$ cat config.mk
export PLATFORM = sky130hd
export DESIGN_NAME = ptr_override_ctrl
export DESIGN_NICKNAME = d
export VERILOG_FILES = /design/src/rtl/ptr_ovr_pkg.sv /design/src/rtl/pin_conditioner.sv /design/src/rtl/ptr_ovr_ctrl.sv /design/src/rtl/addr_counter.sv /design/src/rtl/ptr_ovr_dpath.sv /design/src/rtl/ptr_override_ctrl.sv
export SDC_FILE = /design/constraint.sdc
export NUM_CORES = 1
export LEC_CHECK = 0
export BUFFER_PORTS_ARGS = -buffer_cell sky130_fd_sc_hd__buf_2
export CAP_MARGIN = 20
export CORE_ASPECT_RATIO = 2
export CORE_MARGIN = 8
export CORE_UTILIZATION = 55
export CTS_CLUSTER_DIAMETER = 200
export DETAILED_ROUTE_END_ITERATION = 12
export PLACE_DENSITY = 0.82
export SLEW_MARGIN = 20
export SYNTH_ARGS = -nofsm -noshare
export SYNTH_HDL_FRONTEND = slang
export SYNTH_HIERARCHICAL = 1
export SYNTH_SLANG_ARGS = --single-unit
$ cat constraint.sdc
create_clock -name clk -period 3.1 [get_ports clk]
set_input_delay 0.31 -clock clk [delete_from_list [all_inputs] [get_ports clk]]
set_output_delay 0.31 -clock clk [all_outputs]
set_load 0.02 [all_outputs]
$ cat src/rtl/ptr_ovr_pkg.sv
package ptr_ovr_pkg;

  localparam int PIN_CNT = 6;

  // Pin positions; these match the mode-field bit positions.
  localparam int PIN_WR_CLR = 0;
  localparam int PIN_WR_SET = 1;
  localparam int PIN_RD_SEL = 2;
  localparam int PIN_WR_SEL = 3;
  localparam int PIN_RD_CLR = 4;
  localparam int PIN_RD_SET = 5;

  // Strobes passed from the control to the datapath.
  typedef struct packed {
    logic rdClr;
    logic rdSet;
    logic rdSel;
    logic wrClr;
    logic wrSet;
    logic wrSel;
    logic wrCatch;
  } ovr_t;

endpackage

$ cat src/rtl/pin_conditioner.sv
module pin_conditioner (
  input  logic clk,
  input  logic rstN,
  input  logic pinN,
  input  logic levelMode,
  output logic active
);
  logic syncA, syncB, prevB;

  always_ff @(posedge clk or negedge rstN) begin
    if (!rstN) begin
      syncA <= 1'b1;
      syncB <= 1'b1;
      prevB <= 1'b1;
    end else begin
      syncA <= pinN;
      syncB <= syncA;
      prevB <= syncB;
    end
  end

  // Level mode: active while the synced pin is low. Pulse mode: active for one cycle on a high-to-low change.
  assign active = levelMode ? ~syncB : (prevB & ~syncB);
endmodule

$ cat src/rtl/ptr_ovr_ctrl.sv
module ptr_ovr_ctrl
  import ptr_ovr_pkg::*;
(
  input  logic               clk,
  input  logic               rstN,
  input  logic [PIN_CNT-1:0] pinsN,
  input  logic [PIN_CNT-1:0] modeCfg,
  input  logic               catchCfg,
  output ovr_t               ovr
);
  logic [PIN_CNT-1:0] act;

  for (genvar i = 0; i < PIN_CNT; i++) begin : gPin
    pin_conditioner uCond (
      .clk      (clk),
      .rstN     (rstN),
      .pinN     (pinsN[i]),
      .levelMode(modeCfg[i]),
      .active   (act[i])
    );
  end

  always_comb begin
    ovr.rdClr   = act[PIN_RD_CLR];
    ovr.rdSet   = act[PIN_RD_SET];
    ovr.rdSel   = act[PIN_RD_SEL];
    ovr.wrClr   = act[PIN_WR_CLR];
    ovr.wrSet   = act[PIN_WR_SET];
    ovr.wrSel   = act[PIN_WR_SEL];
    // The mark is captured only when the write set actually wins over clear.
    ovr.wrCatch = catchCfg & act[PIN_WR_SET] & ~act[PIN_WR_CLR];
  end
endmodule

$ cat src/rtl/addr_counter.sv
module addr_counter #(
  parameter int DEPTH  = 1024,
  parameter int ADDR_W = 10
) (
  input  logic              clk,
  input  logic              rstN,
  input  logic              clr,
  input  logic              set,
  input  logic              sel,
  input  logic              en,
  input  logic [ADDR_W-1:0] loadAddr,
  input  logic [ADDR_W-1:0] markAddr,
  output logic [ADDR_W-1:0] ptr
);
  localparam logic [ADDR_W-1:0] LAST = ADDR_W'(DEPTH - 1);

  always_ff @(posedge clk or negedge rstN) begin
    if (!rstN)     ptr <= '0;
    else if (clr)  ptr <= '0;
    else if (set)  ptr <= loadAddr;
    else if (sel)  ptr <= markAddr;
    else if (en)   ptr <= (ptr == LAST) ? '0 : ptr + 1'b1;
  end
endmodule

$ cat src/rtl/ptr_ovr_dpath.sv
module ptr_ovr_dpath
  import ptr_ovr_pkg::*;
#(
  parameter int DEPTH  = 1024,
  parameter int ADDR_W = 10
) (
  input  logic              clk,
  input  logic              rstN,
  input  ovr_t              ovr,
  input  logic              rdEn,
  input  logic              wrEn,
  input  logic [ADDR_W-1:0] rdLoadAddr,
  input  logic [ADDR_W-1:0] wrLoadAddr,
  output logic [ADDR_W-1:0] rdPtr,
  output logic [ADDR_W-1:0] wrPtr,
  output logic [ADDR_W-1:0] markAddr
);
  always_ff @(posedge clk or negedge rstN) begin
    if (!rstN)            markAddr <= '0;
    else if (ovr.wrCatch) markAddr <= wrLoadAddr;
  end

  addr_counter #(.DEPTH(DEPTH), .ADDR_W(ADDR_W)) uRdCnt (
    .clk(clk), .rstN(rstN),
    .clr(ovr.rdClr), .set(ovr.rdSet), .sel(ovr.rdSel), .en(rdEn),
    .loadAddr(rdLoadAddr), .markAddr(markAddr), .ptr(rdPtr)
  );

  addr_counter #(.DEPTH(DEPTH), .ADDR_W(ADDR_W)) uWrCnt (
    .clk(clk), .rstN(rstN),
    .clr(ovr.wrClr), .set(ovr.wrSet), .sel(ovr.wrSel), .en(wrEn),
    .loadAddr(wrLoadAddr), .markAddr(markAddr), .ptr(wrPtr)
  );
endmodule

$ cat src/rtl/ptr_override_ctrl.sv
module ptr_override_ctrl
  import ptr_ovr_pkg::*;
#(
  parameter  int DEPTH  = 1024,
  localparam int ADDR_W = (DEPTH > 1) ? $clog2(DEPTH) : 1
) (
  input  logic              clk,
  input  logic              rstN,
  input  logic [5:0]        modeCfg,
  input  logic              catchCfg,
  input  logic              rdSetN,
  input  logic              rdClrN,
  input  logic              rdSelN,
  input  logic              wrSetN,
  input  logic              wrClrN,
  input  logic              wrSelN,
  input  logic              rdEn,
  input  logic              wrEn,
  input  logic [ADDR_W-1:0] rdLoadAddr,
  input  logic [ADDR_W-1:0] wrLoadAddr,
  output logic [ADDR_W-1:0] rdPtr,
  output logic [ADDR_W-1:0] wrPtr,
  output logic [ADDR_W-1:0] markAddr
);
  ovr_t               ovr;
  logic [PIN_CNT-1:0] pinsN;

  assign pinsN = {rdSetN, rdClrN, wrSelN, rdSelN, wrSetN, wrClrN};

  ptr_ovr_ctrl uCtrl (
    .clk(clk), .rstN(rstN), .pinsN(pinsN),
    .modeCfg(modeCfg), .catchCfg(catchCfg), .ovr(ovr)
  );

  ptr_ovr_dpath #(.DEPTH(DEPTH), .ADDR_W(ADDR_W)) uDpath (
    .clk(clk), .rstN(rstN), .ovr(ovr),
    .rdEn(rdEn), .wrEn(wrEn),
    .rdLoadAddr(rdLoadAddr), .wrLoadAddr(wrLoadAddr),
    .rdPtr(rdPtr), .wrPtr(wrPtr), .markAddr(markAddr)
  );
endmodule

==> flow_summary.toml, run 1 <==
[outcome]
outcome = "finished, violations left"
failed_checks = "hold timing"

[detailed_routing]
detail_route.wl_per_cell_um = 18.3
vias = 2263
overall_routed_net_length_um = 6790
avgViaCountPerCell = 6.12
detailedRoute.firstPassIterationCount = 4
drt-initial-drc-count = 166
drc_errors = 0
drtAntennaViolNets = 0

[logic_synthesis]
synth-edff-count = 0
fraction_of_the_mapped_netlist_area_in_adder_cells_pct = 0.936
dominantRegCellSynth = "sky130_fd_sc_hd__dfrtp_1"
combinational_family_with_the_most_area_after_synthesis = "compound AO/OA/AOI/OAI gates"
yosys.cell_count.top_type = "sky130_fd_sc_hd__dfrtp_1"
synth_commonest_cells = "sky130_fd_sc_hd__dfrtp_1 (30), sky130_fd_sc_hd__nand3_1 (20), sky130_fd_sc_hd__dfstp_2 (18), sky130_fd_sc_hd__nand2_1 (18), sky130_fd_sc_hd__nor2_1 (12)"
synth_seq_cells = 48
synth_simple_gate_area_share_pct = 18.0
post_synth_mux_area_share_pct = 7.12
synth.lib_cells_used.distinct = 44
synth_top_area_cell = "sky130_fd_sc_hd__dfrtp_1"
synthTopCellsByArea = "sky130_fd_sc_hd__dfrtp_1 (28%), sky130_fd_sc_hd__dfstp_2 (18%), sky130_fd_sc_hd__mux2_4 (5.6%)"
synth_xor_area_share_pct = 1.97
synth.avg_cell_area_um2 = 10.5
synth_top_area_share_pct = 28.1
synth.yosys.seq_area_share_pct = 45.8
synthCells = 254
synthArstFlopShare_pct = 100
mappedNetlistArea_um2 = 2670
compound_gate_fraction_of_synth_area_pct = 21.3
synthesis.nets = 293
synth-warning-count = 6

[final_layout]
area_growth_from_synthesis_to_layout_pct = 14.6
layout_cell_area_excl_fill_um2 = 3060
ff_latch_area_um2 = 1220
multi_input_area_um2 = 1320
post_route_cells_drive_above_1_share_pct = 35.8
post_layout_nets = 351
antenna_cells_inserted = 0
postLayoutCoreUtil_pct = 64.2
layout_filler_cell_count = 435

[floorplan]
fp.dieW_um = 65.3
core-area_um2 = 4770
rows = 36
die_area_um2 = 7480
start_util_pct = 56.0
die_height_um = 115
ios = 67

[grt]
maximum_number_of_pins_on_one_net_before_global_route_repair = 49
grt.overflow.total = 0
via_count_of_the_first_global_routing_pass = 2325
grt_pass1_wl_um = 11100
grt_antenna_before_repair = 0
groute.usage.overall_pct = 18.9

[clock_network]
buffer_type_at_the_clock_tree_root = "sky130_fd_sc_hd__clkbuf_8"
path_clk_slew_ns = 0.09
post_cts_setup_buffer_count = 0
cts_h_tree_depth = 2
clk_latency_ns = 0.31
clock_buffer_count_from_cts = 5
tritoncts_num_sinks = 48
cts-resized-gates = 0
holdBufCountCts = 0
tritoncts = "done"
ctsLongestPathBuffers = 2

[worst_setup_path]
endpoint_kind = "flip-flop"
critPathKind = "flip-flop to flip-flop"
launch_instance_of_the_worst_register_to_register_path = "uCtrl/gPin[3].uCond/prevB"
timing.reg2reg.worst_path_depth = 5
startpoint_type = "flip-flop"
slowest_stage = "sky130_fd_sc_hd__o21ba_1"
top_fanout_value_on_the_critical_path = 24
worstPathCellList = "o21ba_1 -> nor3_2 -> a2111oi_2 -> o41ai_2 -> o22ai_1"
max_stage_delay_ns = 0.70
worst_ep_arrival_time_ns = 2.54
cp_data_required_time_ns = 3.33
crit_start = "uCtrl/gPin[3].uCond/prevB"

[timing]
final-max-slew-violation-count = 0
max_freq_mhz = 433
setup_total_negative_slack_ns = 0
min_period_over_period_pct = 74.5
max-slew-margin-rel_pct = 41.5
finalHoldWorstSlack_ns = -0.0130
finalWorstSetupSlack_ns = 0.790
rsz0062_at_grt = "no"
setup_skew_after_layout_ns = 0.00781
finalHoldViolCount = 9
worst-slew-pin-transition_ns = 0.878
period_needed_ns = 2.31
report.final.setup_viol = 0

[placement]
place.port_buffers = 66
detailedPlace.worstSlack_ns = 0.837
globalplace.congestion = 0.910
dpl-instance-area_um2 = 2970
detailed_place_hpwl_um = 5000

[min_path]
timing.hold.worst.class = "input port to asynchronous set/reset pin"

[job]
maxCapViolCount = 0

[pwr]
power_per_cell_area_nw_per_um2 = 538
irDropWorstVdd_mv = 0.439
leakage_nw = 1.37
==> where the power goes <==
part / internal [mW] / total, mW / leakage (nW) / switching, mW
clock: 0.157 / 0.369 / 0.0479 / 0.212
combinational: 0.199 / 0.462 / 0.758 / 0.263
sequential: 0.713 / 0.817 / 0.563 / 0.104
==> logic make-up after synthesis <==
| group | after synthesis |
|---|---|
| fa+ha+maj | 2 |
| mux | 14 |
| flops | 48 |
| xor+xnor | 6 |
| simple gates | 87 |
| buf+inv | 23 |
| compound gates | 74 |
==> final timing paths <==
check | to | slack, ns
max | uDpath/uWrCnt/ptr[9] | 0.79
min | uDpath/uRdCnt/ptr[8] | -0.01
max reg2reg | uDpath/uWrCnt/ptr[9] | 0.79
min reg2reg | uCtrl/gPin[3].uCond/syncB | 0.36
max in group asynchronous | uDpath/uRdCnt/ptr[3] | 2.71
min in group clk | uCtrl/gPin[2].uCond/syncA | 0.09
==> layout by cell type (no fill, tap or decap), types with 4 or more instances in the layout <==
cell                         n
sky130_fd_sc_hd__mux2i_1     4
sky130_fd_sc_hd__o21ai_0    10
sky130_fd_sc_hd__nor2_1     12
sky130_fd_sc_hd__a31oi_1     4
sky130_fd_sc_hd__mux2_4     10
sky130_fd_sc_hd__inv_1       8
sky130_fd_sc_hd__nand2_1    18
sky130_fd_sc_hd__nor3b_1     8
sky130_fd_sc_hd__o21ba_1     6
sky130_fd_sc_hd__o22ai_1     8
sky130_fd_sc_hd__buf_2      65
sky130_fd_sc_hd__a211oi_1    8
sky130_fd_sc_hd__a22oi_1     4
sky130_fd_sc_hd__a31o_1      4
sky130_fd_sc_hd__nand2b_1    8
sky130_fd_sc_hd__nor2b_1     4
sky130_fd_sc_hd__dfstp_2    18
sky130_fd_sc_hd__nand3_1    20
sky130_fd_sc_hd__nor3_2      4
sky130_fd_sc_hd__nor3_1      4
sky130_fd_sc_hd__a2bb2oi_1   4
sky130_fd_sc_hd__clkbuf_8    5
sky130_fd_sc_hd__dfrtp_1    30
sky130_fd_sc_hd__xnor2_1     6
sky130_fd_sc_hd__a21oi_1     6
==> registers in the layout, indices dropped and copies added (netlist names) <==
| register | flops |
|---|---|
| uDpath/uRdCnt/ptr | 10 |
| uDpath/uWrCnt/ptr | 10 |
| uDpath/markAddr | 10 |
| uCtrl/gPin.uCond/prevB | 6 |
| uCtrl/gPin.uCond/syncB | 6 |
| uCtrl/gPin.uCond/syncA | 6 |
==> routing by layer <==
metal / GRT usage [%] / vias up / share of wire [%]
met3: 5.29 / 13 / 7.3
li1: - / 1057 / -
met5: 0 / - / 0
met2: 30.6 / 87 / 50
met4: 7.48 / 0 / 2.1
met1: 22.6 / 1106 / 41
==> stage by stage <==
| step | std cells | power [mW] |
|---|---|---|
| finish | 370 | 1.65 |
| global route | 370 | 1.74 |
| CTS | 370 | 1.67 |
| detailed placement | 362 | 1.29 |
| global placement | 362 | 1.27 |
| floorplan | 254 | 1.12 |
==> critical path: cells and delay by family (launching register included) <==
kind,cells,cell delay [ns]
AO/OA/AOI/OAI,4,1.45
flip-flops,1,0.53
AND/OR/NAND/NOR,1,0.25
==> area by class of cell <==
| cell class | instances | area share (%) |
|---|---|---|
| clock buffer | 5 | 2.25 |
| clock inverter | 3 | 0.613 |
| inverter | 8 | 0.980 |
| multi-input combinational | 183 | 43.0 |
| sequential | 48 | 40.0 |
| tap | 57 | 2.33 |
| timing repair buffer | 66 | 10.9 |
Note: power is estimated with default switching activity, not from simulation.
==> run 2, diff against run 1 <==
ABC_AREA = 1   (was unset)
CORE_UTILIZATION = 47   (was 55)
PLACE_DENSITY = 0.75   (was 0.82)
clock period = 2 ns   (was 3.1 ns; I/O delays follow)
==> run 2 against run 1 <==
The flow now finishes without violations. Register-to-register slack got worse by 0.58 ns. Sequential power increased by 51%. Critical path type unchanged. Critical endpoint is now uDpath/uRdCnt/ptr[1]. Clock power increased by 100%. Global-route usage decreased by 2.2 points. Core utilization decreased by 5.6 points. Fmax increased by 29%. Highest routed layer unchanged.
==> flow_summary.toml, run 2 <==
[placement]
detailed_place_hpwl_um = 4990
place.port_buffers = 66
globalplace.congestion = 0.874
dpl-instance-area_um2 = 2930

[pwr]
pwr-share-clk_pct = 28.3
power_per_cell_area_nw_per_um2 = 837
pwr-share-seq_pct = 47.0
irDropWorstVdd_mv = 0.660
leakage_nw = 1.66
switching_portion_of_total_power_pct = 34.2
internal_power_mw = 1.72
p_switching_uw = 894
comb_power_share_pct = 24.6

[logic_synthesis]
synth-warning-count = 6
synthesis.nets = 383
synth.lib_cells_used.distinct = 21
synth_seq_cells = 48
mappedNetlistArea_um2 = 2540
synth_top_area_share_pct = 29.5
dominantRegCellSynth = "sky130_fd_sc_hd__dfrtp_1"
synthArstFlopShare_pct = 100
synthCells = 344
synth_top_area_cell = "sky130_fd_sc_hd__dfrtp_1"
synthTopCellsByArea = "sky130_fd_sc_hd__dfrtp_1 (30%), sky130_fd_sc_hd__nand2_1 (21%), sky130_fd_sc_hd__dfstp_2 (19%)"
yosys.cell_count.top_type = "sky130_fd_sc_hd__nand2_1"
synth.yosys.seq_area_share_pct = 48.1
synth.avg_cell_area_um2 = 7.39
synth-edff-count = 0
synth_commonest_cells = "sky130_fd_sc_hd__nand2_1 (139), sky130_fd_sc_hd__nor2_1 (50), sky130_fd_sc_hd__dfrtp_1 (30)"

[timing]
final-max-slew-violation-count = 0
finalHoldViolCount = 0
max-slew-margin-rel_pct = 71.9
max_freq_mhz = 558
report.final.setup_viol = 0
setup_skew_after_layout_ns = 0.00331
setup_total_negative_slack_ns = 0
rsz0062_at_grt = "no"
min_period_over_period_pct = 89.6
period_needed_ns = 1.79
worst-slew-pin-transition_ns = 0.422

[clock_network]
ctsLongestPathBuffers = 2
cts_h_tree_depth = 2
buffer_type_at_the_clock_tree_root = "sky130_fd_sc_hd__clkbuf_8"
path_clk_slew_ns = 0.09
tritoncts_num_sinks = 48
clk_latency_ns = 0.31
clock_buffer_count_from_cts = 5
tritoncts = "done"

[floorplan]
start_util_pct = 47.7
rows = 38
die_area_um2 = 8160
core-area_um2 = 5330
die_height_um = 120
fp.dieW_um = 68.0
ios = 67

[detailed_routing]
overall_routed_net_length_um = 6420
avgViaCountPerCell = 5.01
detailedRoute.firstPassIterationCount = 5
drt-initial-drc-count = 140
vias = 2422
detail_route.wl_per_cell_um = 13.3
drtAntennaViolNets = 0
drc_errors = 0

[grt]
via_count_of_the_first_global_routing_pass = 2378
grt_antenna_before_repair = 0
groute.usage.overall_pct = 16.6
grt.overflow.total = 0
grt_pass1_wl_um = 10800
maximum_number_of_pins_on_one_net_before_global_route_repair = 21

[worst_setup_path]
top_fanout_value_on_the_critical_path = 12
critPathBufInv = 2
slowest_stage = "sky130_fd_sc_hd__dfstp_2"
critical-path-top-delay-family = "simple AND/OR/NAND/NOR gates"
worstPathCellList = "nor2_1 -> nor2_1 -> inv_4 -> nand3_2 -> inv_2 -> or2_2 -> nor2_1 -> nand2_1 -> nand2_1"
cp_data_required_time_ns = 2.25
max_stage_delay_ns = 0.53
startpoint_type = "flip-flop"
endpoint_kind = "flip-flop"
worst_ep_arrival_time_ns = 2.04
critPathKind = "flip-flop to flip-flop"
timing.critical_path.mode_cell = "sky130_fd_sc_hd__nor2_1"

[final_layout]
post_route_cells_drive_above_1_share_pct = 29.8
most_common_cell_after_layout_fill_and_taps_aside = "sky130_fd_sc_hd__nand2_1"
commonest_cells_after_routing_fill_and_taps_aside = "sky130_fd_sc_hd__nand2_1 (139), sky130_fd_sc_hd__buf_2 (66), sky130_fd_sc_hd__nor2_1 (50), sky130_fd_sc_hd__dfrtp_1 (30)"
post_layout_nets = 461
area_growth_from_synthesis_to_layout_pct = 22.6
reg_top3 = "uDpath/markAddr x10, uDpath/uRdCnt/ptr x10, uDpath/uWrCnt/ptr x10"
antenna_cells_inserted = 0
postLayoutCoreUtil_pct = 58.6
layout_cell_area_excl_fill_um2 = 3120

[outcome]
outcome = "complete, no violations"

[job]
maxCapViolCount = 0

[min_path]
timing.hold.worst.class = "input port to flip-flop"
==> run 2: stage by stage <==
step / std cells / power (mW) / hold slack, ns / worst slack [ns]
5_1_grt: 483 / 2.77 / 0.0991 / 0.0529
4_1_cts: 483 / 2.64 / 0.103 / 0.199
3_5_place_dp: 468 / 1.88 / 0.157 / 0.221
2_1_floorplan: 344 / 1.63 / -0.0956 / 0.428
3_3_place_gp: 468 / 1.88 / 0.158 / 0.263
6_report: 483 / 2.61 / 0.107 / 0.208
==> run 2: final cells by class <==
type / count / area, µm²
tap: 60 / 75.1
clock inverter: 3 / 50.0
timing repair buffer: 80 / 453
multi-input combinational: 266 / 1160
fill: 524 / 2210
clock buffer: 5 / 68.8
sequential: 48 / 1220
inverter: 21 / 83.8
==> run 2: worst reg2reg max path, stage by stage (launching register included) <==
cell and delay, ns:
sky130_fd_sc_hd__dfstp_2 0.53, sky130_fd_sc_hd__nor2_1 0.03, sky130_fd_sc_hd__nor2_1 0.19, sky130_fd_sc_hd__inv_4 0.12
sky130_fd_sc_hd__nand3_2 0.11, sky130_fd_sc_hd__inv_2 0.09, sky130_fd_sc_hd__or2_2 0.42, sky130_fd_sc_hd__nor2_1 0.13
sky130_fd_sc_hd__nand2_1 0.06, sky130_fd_sc_hd__nand2_1 0.06
==> run 2: logic make-up (layout without fill, tap and decap cells) <==
family,count (synthesis),count (layout),synth area share [%]
compound gates,36,36,7.48
xor+xnor,2,2,0.689
fa+ha+maj,2,2,0.984
buf+inv,30,109,6.10
flops,48,48,48.1
simple gates,226,226,36.6
==> run 2: power by group through the flow <==
stage	clock (mW)	sequential [mW]	combinational [mW]
2_1_floorplan	0	1.33	0.297
3_3_place_gp	0	1.25	0.630
3_5_place_dp	0	1.25	0.636
4_1_cts	0.765	1.23	0.649
5_1_grt	0.805	1.25	0.715
6_report	0.739	1.23	0.642
==> run 2: metal layers <==
metal	up-vias	global-route usage (%)	wire, µm
met3	7	4.48	440
li1	1229	-	-
met2	77	26.0	3130
met1	1109	21.4	2780
met5	-	0	0
met4	0	5.29	75
==> run 2: worst paths after layout <==
path / from / to / slack, ns / cells after the start
worst min-delay path: wrLoadAddr[8] / uDpath/markAddr[8] / 0.11 / 3
worst max-delay path: uCtrl/gPin[5].uCond/prevB / uDpath/uRdCnt/ptr[1] / 0.21 / 9
max in group asynchronous: rstN / uCtrl/gPin[3].uCond/syncB / 1.02 / 3
worst max register to register: uCtrl/gPin[5].uCond/prevB / uDpath/uRdCnt/ptr[1] / 0.21 / 9
worst min register to register: uCtrl/gPin[3].uCond/syncA / uCtrl/gPin[3].uCond/syncB / 0.36 / 0
min in group asynchronous: rstN / uDpath/uRdCnt/ptr[8] / 0.35 / 2
==> run 2: repair_timing <==
| action | CTS | global route |
|---|---|---|
| endpoints found under the setup margin | 0 | 1 |
| buffers inserted | 0 | 0 |
| hold buffers | 7 | 0 |
| resized for setup | 0 | 1 |
| endpoints found under the hold margin | 15 | 0 |
